===== src/rtl/eapc_pkg.sv =====
package eapc_pkg;
  typedef enum logic [1:0] {
    OFF_ZERO  = 2'b00,
    OFF_SHORT = 2'b01,
    OFF_MID   = 2'b10,
    OFF_LONG  = 2'b11
  } off_sel_e;

  typedef enum logic [1:0] {
    PCS_INC  = 2'b00,
    PCS_BUS  = 2'b01,
    PCS_SUM  = 2'b10,
    PCS_INC2 = 2'b11
  } pc_sel_e;
endpackage


===== src/rtl/eapc_offset_gen.sv =====
module eapc_offset_gen
  import eapc_pkg::*;
#(
  parameter int W       = 16,
  parameter int SHORT_W = 6,
  parameter int MID_W   = 9,
  parameter int LONG_W  = 11
) (
  input  logic [W-1:0] instr,
  input  logic [1:0]   sel,
  output logic [W-1:0] offset
);
  localparam int NCAND = 3;

  logic [W-1:0] cand [NCAND];

  for (genvar g = 0; g < NCAND; g++) begin : g_sext
    localparam int FW = (g == 0) ? SHORT_W : ((g == 1) ? MID_W : LONG_W);
    assign cand[g] = {{(W-FW){instr[FW-1]}}, instr[FW-1:0]};
  end

  always_comb begin
    unique case (off_sel_e'(sel))
      OFF_ZERO:  offset = '0;
      OFF_SHORT: offset = cand[0];
      OFF_MID:   offset = cand[1];
      default:   offset = cand[2];
    endcase
  end
endmodule


===== src/rtl/eapc_adder.sv =====
module eapc_adder #(
  parameter int W = 16
) (
  input  logic [W-1:0] pc,
  input  logic [W-1:0] reg_base,
  input  logic         base_sel,
  input  logic [W-1:0] offset,
  output logic [W-1:0] sum
);
  logic [W-1:0] base;

  always_comb begin
    base = base_sel ? reg_base : pc;
    sum  = base + offset;
  end
endmodule


===== src/rtl/eapc_pc_reg.sv =====
module eapc_pc_reg
  import eapc_pkg::*;
#(
  parameter int          W          = 16,
  parameter logic [15:0] START_ADDR = 16'h3000
) (
  input  logic         clk,
  input  logic         rst_n,
  input  logic         load,
  input  logic [1:0]   sel,
  input  logic [W-1:0] bus_in,
  input  logic [W-1:0] sum,
  output logic [W-1:0] pc
);
  localparam logic [W-1:0] RST_PC = W'(START_ADDR);

  logic [W-1:0] pc_nxt;

  always_comb begin
    unique case (pc_sel_e'(sel))
      PCS_BUS: pc_nxt = bus_in;
      PCS_SUM: pc_nxt = sum;
      default: pc_nxt = pc + W'(1);
    endcase
  end

  always_ff @(posedge clk or negedge rst_n) begin
    if (!rst_n)    pc <= RST_PC;
    else if (load) pc <= pc_nxt;
  end

  a_r4_hold: assert property (@(posedge clk) disable iff (!rst_n)
    !load |=> $stable(pc));
  a_r5_increment: assert property (@(posedge clk) disable iff (!rst_n)
    (load && (sel == 2'b00 || sel == 2'b11)) |=> pc == $past(pc) + W'(1));
  a_r6_bus_load: assert property (@(posedge clk) disable iff (!rst_n)
    (load && sel == 2'b01) |=> pc == $past(bus_in));
  a_r7_sum_load: assert property (@(posedge clk) disable iff (!rst_n)
    (load && sel == 2'b10) |=> pc == $past(sum));
endmodule


===== src/rtl/eapc_addr_mux.sv =====
module eapc_addr_mux #(
  parameter int W     = 16,
  parameter int TRAPW = 8
) (
  input  logic [W-1:0] sum,
  input  logic [W-1:0] instr,
  input  logic         sel,
  output logic [W-1:0] mar_addr
);
  always_comb begin
    mar_addr = sel ? {{(W-TRAPW){1'b0}}, instr[TRAPW-1:0]} : sum;
  end

  always_comb begin
    if (sel) a_r8_trap_upper_zero: assert (mar_addr[W-1:TRAPW] == '0);
  end
endmodule


===== src/rtl/eapc_unit.sv =====
module eapc_unit #(
  parameter int          W          = 16,
  parameter int          SHORT_W    = 6,
  parameter int          MID_W      = 9,
  parameter int          LONG_W     = 11,
  parameter int          TRAPW      = 8,
  parameter logic [15:0] START_ADDR = 16'h3000
) (
  input  logic         clk,
  input  logic         rst_n,
  input  logic [W-1:0] ir,
  input  logic [W-1:0] reg_base,
  input  logic [W-1:0] bus_in,
  input  logic         base_sel,
  input  logic [1:0]   off_sel,
  input  logic [1:0]   pc_sel,
  input  logic         pc_load,
  input  logic         addr_sel,
  output logic [W-1:0] pc,
  output logic [W-1:0] ea,
  output logic [W-1:0] mar_addr
);
  logic [W-1:0] offset;

  eapc_offset_gen #(.W(W), .SHORT_W(SHORT_W), .MID_W(MID_W), .LONG_W(LONG_W)) u_off (
    .instr(ir), .sel(off_sel), .offset(offset)
  );

  eapc_adder #(.W(W)) u_add (
    .pc(pc), .reg_base(reg_base), .base_sel(base_sel), .offset(offset), .sum(ea)
  );

  eapc_pc_reg #(.W(W), .START_ADDR(START_ADDR)) u_pc (
    .clk(clk), .rst_n(rst_n), .load(pc_load), .sel(pc_sel),
    .bus_in(bus_in), .sum(ea), .pc(pc)
  );

  eapc_addr_mux #(.W(W), .TRAPW(TRAPW)) u_mar (
    .sum(ea), .instr(ir), .sel(addr_sel), .mar_addr(mar_addr)
  );

  always_comb begin
    if (rst_n && off_sel == 2'b00 && !base_sel)
      a_r2_zero_offset_pc: assert (ea == pc);
    if (rst_n && off_sel == 2'b00 && base_sel)
      a_r3_zero_offset_reg: assert (ea == reg_base);
  end

  a_r1_reset_pc: assert property (@(posedge clk) $rose(rst_n) |-> pc == W'(START_ADDR));
endmodule


===== config.mk =====
export PLATFORM = sky130hd
export DESIGN_NAME = eapc_unit
export DESIGN_NICKNAME = d
export VERILOG_FILES = /design/src/rtl/eapc_pkg.sv /design/src/rtl/eapc_offset_gen.sv /design/src/rtl/eapc_adder.sv /design/src/rtl/eapc_pc_reg.sv /design/src/rtl/eapc_addr_mux.sv /design/src/rtl/eapc_unit.sv
export SDC_FILE = /design/constraint.sdc
export NUM_CORES = 1
export LEC_CHECK = 0
export BUFFER_PORTS_ARGS = -buffer_cell sky130_fd_sc_hd__buf_2
export CAP_MARGIN = 20
export CORE_ASPECT_RATIO = 1.5
export CORE_UTILIZATION = 30
export DETAILED_ROUTE_END_ITERATION = 8
export GPL_TIMING_DRIVEN = 1
export SETUP_SLACK_MARGIN = 0.4
export SYNTH_ARGS = -nofsm -noshare
export SYNTH_HDL_FRONTEND = slang
export SYNTH_SLANG_ARGS = --single-unit

===== constraint.sdc =====
create_clock -name clk -period 6.2 [get_ports clk]
set_input_delay 0.31 -clock clk [delete_from_list [all_inputs] [get_ports clk]]
set_output_delay 0.31 -clock clk [all_outputs]
set_load 0.02 [all_outputs]

# Word level (Yosys, flattened, before mapping)
# Cells that the tools add are included.
[word_totals]
register_bits = 16
in_bits = 57
output_inout_bits = 48
word_cells = 12
[classes]
n_addsub = 2
n_eq_ne = 4
n_mux = 4
reduce_logical = 1
[ops]
columns = ["op", "n"]
rows = [
  ["16-bit one-hot mux with 3 select lines", 1],
  ["16-bit 2-to-1 mux", 2],
  ["16-bit one-hot mux with 2 select lines", 1],
  ["16-bit by 1-bit adder with 16-bit output, second input constant", 1],
  ["16-bit adder", 1],
  ["2-bit by 1-bit == test with 1-bit output, second input constant", 2],
  ["2-bit == test, second input constant", 2],
  ["2-bit zero test", 1],
]

# Longest topological paths before layout
[logic_depth]
depth_word = 4
mapped_depth = 13
depth_no_buf = 12

# Modules after synthesis
# From an unflattened synthesis, not the netlist that was laid out.
[hier_totals]
hier_cells = 312
hier_area_um2 = 2572.5
[by_module_without_submodules]
columns = ["mod", "n_inst", "cells_each", "area_per_inst_um2", "seq_area_each_um2"]
rows = [
  ["eapc_pc_reg", 1, 140, 1206.2, 402.9],
  ["eapc_adder", 1, 130, 1029.7, 0.0],
  ["eapc_addr_mux", 1, 18, 193.9, 0.0],
  ["eapc_offset_gen", 1, 24, 142.6, 0.0],
]

# Least setup slack after synthesis
# No wires, ideal clock.
[synth_path]
path_type = "input-to-output"
startpoint = "input port base_sel"
endpoint = "output port mar_addr[11]"
arrival_ps = 3406
t_required_ps = 5890
path_slack_ps = 2484
stages = 12
n_path_buf = 4
cell_sequence = "clkbuf_1 > clkbuf_1 > mux2_2 > ha_1 > buf_6 > and3_1 > clkbuf_2 > a221o_1 > a21oi_2 > o21ai_2 > xor2_1 > nor2b_1"
[synth_via]
elab_chain_len = 3
[synth_rtl]
columns = ["element", "line", "rtl"]
rows = [
  ["start, declared", "eapc_unit.sv:14", "input logic base_sel,"],
  ["16-bit 2-to-1 mux", "eapc_adder.sv:13", "base = base_sel ? reg_base : pc;"],
  ["16-bit adder", "eapc_adder.sv:14", "sum = base + offset;"],
  ["named net ea[11]", "eapc_unit.sv:20", "output logic [W-1:0] ea,"],
  ["16-bit 2-to-1 mux", "eapc_addr_mux.sv:11", "mar_addr = sel ? {{(W-TRAPW){1'b0}}, instr[TRAPW-1:0]} : sum;"],
  ["end, declared", "eapc_unit.sv:21", "output logic [W-1:0] mar_addr"],
]
# The timed path passes the listed nets, and every way through them passes these cells.

# Worst setup path after layout
[layout_path]
startpoint = "input port base_sel"
endpoint = "output port mar_addr[14]"
[layout_via]
elab_chain_len = 3
[layout_rtl]
columns = ["element", "line"]
rows = [
  ["16-bit 2-to-1 mux", "eapc_adder.sv:13"],
  ["16-bit adder", "eapc_adder.sv:14"],
  ["16-bit 2-to-1 mux", "eapc_addr_mux.sv:11"],
]
# No other way between the ends.

==> results_dict.tcl <==
set metrics [dict create \
    status "finished clean" \
    drv_slew 0 \
    clk_latency_ns 0.25 \
    yosysUniqueCellTypes 55 \
    skew_ns 0.000982 \
    finalSetupTns_ns 0 \
    synth-xor-area-share_pct 5.28 \
    fin_crit_ns 3.39 \
    tightest_slew_ns 0.816 \
    grt_pass1_vias 2403 \
    drive_gt1_share_pct 35.1 \
    remaining_drc_errors 0 \
    reg2reg_to "u_pc.pc[12]" \
    drtIter0Drc 178 \
    grt.overflow.total 0 \
    syn_nets 376 \
    final_nets 465 \
    grt_use_total_pct 19.3 \
    reg2regPathDepth 11 \
    yosys.area_share.simple_pct 21.8 \
    htreeDepth 1 \
    final_cell_mix "buf_2, nand2_1, a21oi_1" \
    crit_path_start_kind "input port" \
    pin_count 105 \
    io_buffers 99 \
    rrSetupSlack_ns 3.37 \
    power_leakage_uw 0.00142 \
    firstDrtPassIters 4 \
    area_growth_pct 26.7 \
    fp.coreArea_um2 7370 \
    p_per_area_nw_per_um2 299 \
    netlist_area_um2 2320 \
    synth_top_flop_cell "dfrtp_1" \
    synth_cells 300 \
    synth_seq_cells 16 \
    die_x_um 73.8 \
    arrival_ns 3.08 \
    pre_cts_ws_ns 2.80 \
    postCtsSetupRepairBufs 0 \
    rows 38 \
    gp_congestion 0.953 \
    holdPathEnd "u_pc.pc[8]" \
    synth_async_sr_flop_share_pct 100 \
    synth.avg_cell_area_um2 7.74 \
    ant_nets 0 \
    synthAdderAreaFrac_pct 10.6 \
    cts_root_buffer "clkbuf_8" \
    cp_max_fo 17 \
    largest_register_ffs 16 \
    netlist_top_cells_area "dfrtp_1, mux2_2, ha_1" \
    worstHoldPathCells 3 \
    yosys.area.top_type_share_pct 15.1 \
    die-area_um2 8100 \
    antenna_cells 0 \
    hp-class "input port to flip-flop" \
    antenna_found_initial 0 \
    cts_buffers 3 \
    peakVddDrop_v 0.000119 \
    synthMuxAreaShare_pct 11.1 \
    r2r-start "u_pc.pc[0]" \
    start_util_pct 31.5 \
    synth_top_family_by_area "compound AO/OA/AOI/OAI gates" \
    grt_max_degree 31 \
    slew_headroom_pct 45.6 \
    vias_per_cell 5.33 \
    final-setup-viol-count 0 \
    final_common_cell "buf_2" \
    tritoncts "yes" \
    synth_edf_count 0 \
    yosysSeqAreaShare_pct 17.4 \
    vias 2600 \
    synth_compound_area_share_pct 28.8 \
    clockBufferDepth 2 \
    setup_ws_ns 2.81 \
    yosys_warnings 0 \
    crit_required_ns 5.89 \
    rsz0062_at_grt "false" \
    hpwl_um 6140 \
    largest_register "u_pc.pc" \
    wire_per_inst_um 15.5 \
    worstHoldStart "bus_in[8]" \
    total_power_uw 878 \
    cts.sinks 16 \
    clk_pin_slew_ns 0.07 \
    drt_wl_total_um 7560 \
    cap_violations 0 \
    period_share_pct 54.7 \
    grt_pass1_wl_um 12000 \
    synth.largest_area_cell "dfrtp_1" \
    path_class "input port to output port" \
    die_y_um 110 \
    max_clock_freq_ghz 0.295 \
    largest_registers "u_pc.pc x16" \
    hold_viol 0 \
    critPathCaptureType "output port" \
]
==> worst max path at each step <==
stage | startpoint | to | slack, ns | cells past startpoint
after floorplan | base_sel | mar_addr[11] | 2.48 | 12
after global placement | base_sel | mar_addr[14] | 2.82 | 12
after detailed placement | base_sel | mar_addr[14] | 2.80 | 12
after CTS | base_sel | mar_addr[14] | 2.78 | 12
after global routing | base_sel | mar_addr[14] | 2.52 | 12
final | base_sel | mar_addr[14] | 2.81 | 12
==> per-stage QoR <==
step | cells | util (%) | hold WS (ns) | area (um2)
2_1_floorplan | 300 | - | 0.0144 | 2320
3_3_place_gp | 483 | 39.0 | 0.261 | 2880
5_1_grt | 488 | 39.9 | 0.396 | 2940
6_report | 488 | 39.9 | 0.376 | 2940
3_5_place_dp | 483 | 39.0 | 0.255 | 2880
4_1_cts | 488 | 39.9 | 0.368 | 2940
==> timing repair <==
item / 4_1_cts / 5_1_grt
hold buffers: 1 / 0
resized for setup: 0 / 0
endpoints found under the hold margin: 14 / 0
==> worst max-delay path, cell delays in order <==
cell and delay, ns:
buf_2 0.33, mux2_2 0.38, ha_1 0.22, inv_1 0.07, fa_1 0.19, and2b_1 0.20
o2111ai_1 0.25, a21boi_1 0.16, a221oi_1 0.34, xnor2_1 0.27, nor2b_1 0.18, buf_2 0.17
==> power by group <==
part	switching, uW	leakage (uW)	internal (uW)
Sequential	48.3	0.000186	133
Combinational	373	0.00121	228
Clock	40.0	0.0000288	56.4
==> cell type report <==
cell class                 instances  area (um2)
inverter                          12        45.0
timing repair buffer             101         513
clock buffer                       4        55.1
tap                              100         125
sequential                        16         403
fill                             806        4430
multi-input combinational        255        1800
==> logic make-up after synthesis <==
kind of cell | after synthesis
AOI/OAI and AO/OA | 97
xor gates and xnor gates | 14
adders and majority gates | 19
buffers and inverters | 29
DFF | 16
muxes | 23
and+or+nand+nor | 102
==> Yosys cell counts (all sizes together), types with 2 or more instances <==
cell    instances
nand2          31
a21oi          29
mux2           22
ha             18
o21ai          18
nor2           16
clkbuf         14
dfrtp          14
nor2b          13
inv            12
nand3          12
a221oi         10
and3           10
xnor2           8
a311oi          6
nor3            6
xor2            6
a21o            5
nand2b          5
a22oi           4
a31oi           3
buf             3
nand4           3
o21a            3
o22ai           3
a21boi          2
a31o            2
and2            2
and4            2
dfstp           2
o21bai          2
==> per-layer routing <==
metal	global-route usage [%]	wire length (um)	vias up
met5	0	0	-
met4	5.77	120	0
met3	1.01	291	11
met2	35.5	4050	78
met1	23.8	3100	1227
li1	-	-	1284
Power figures use the tool's default switching activity.
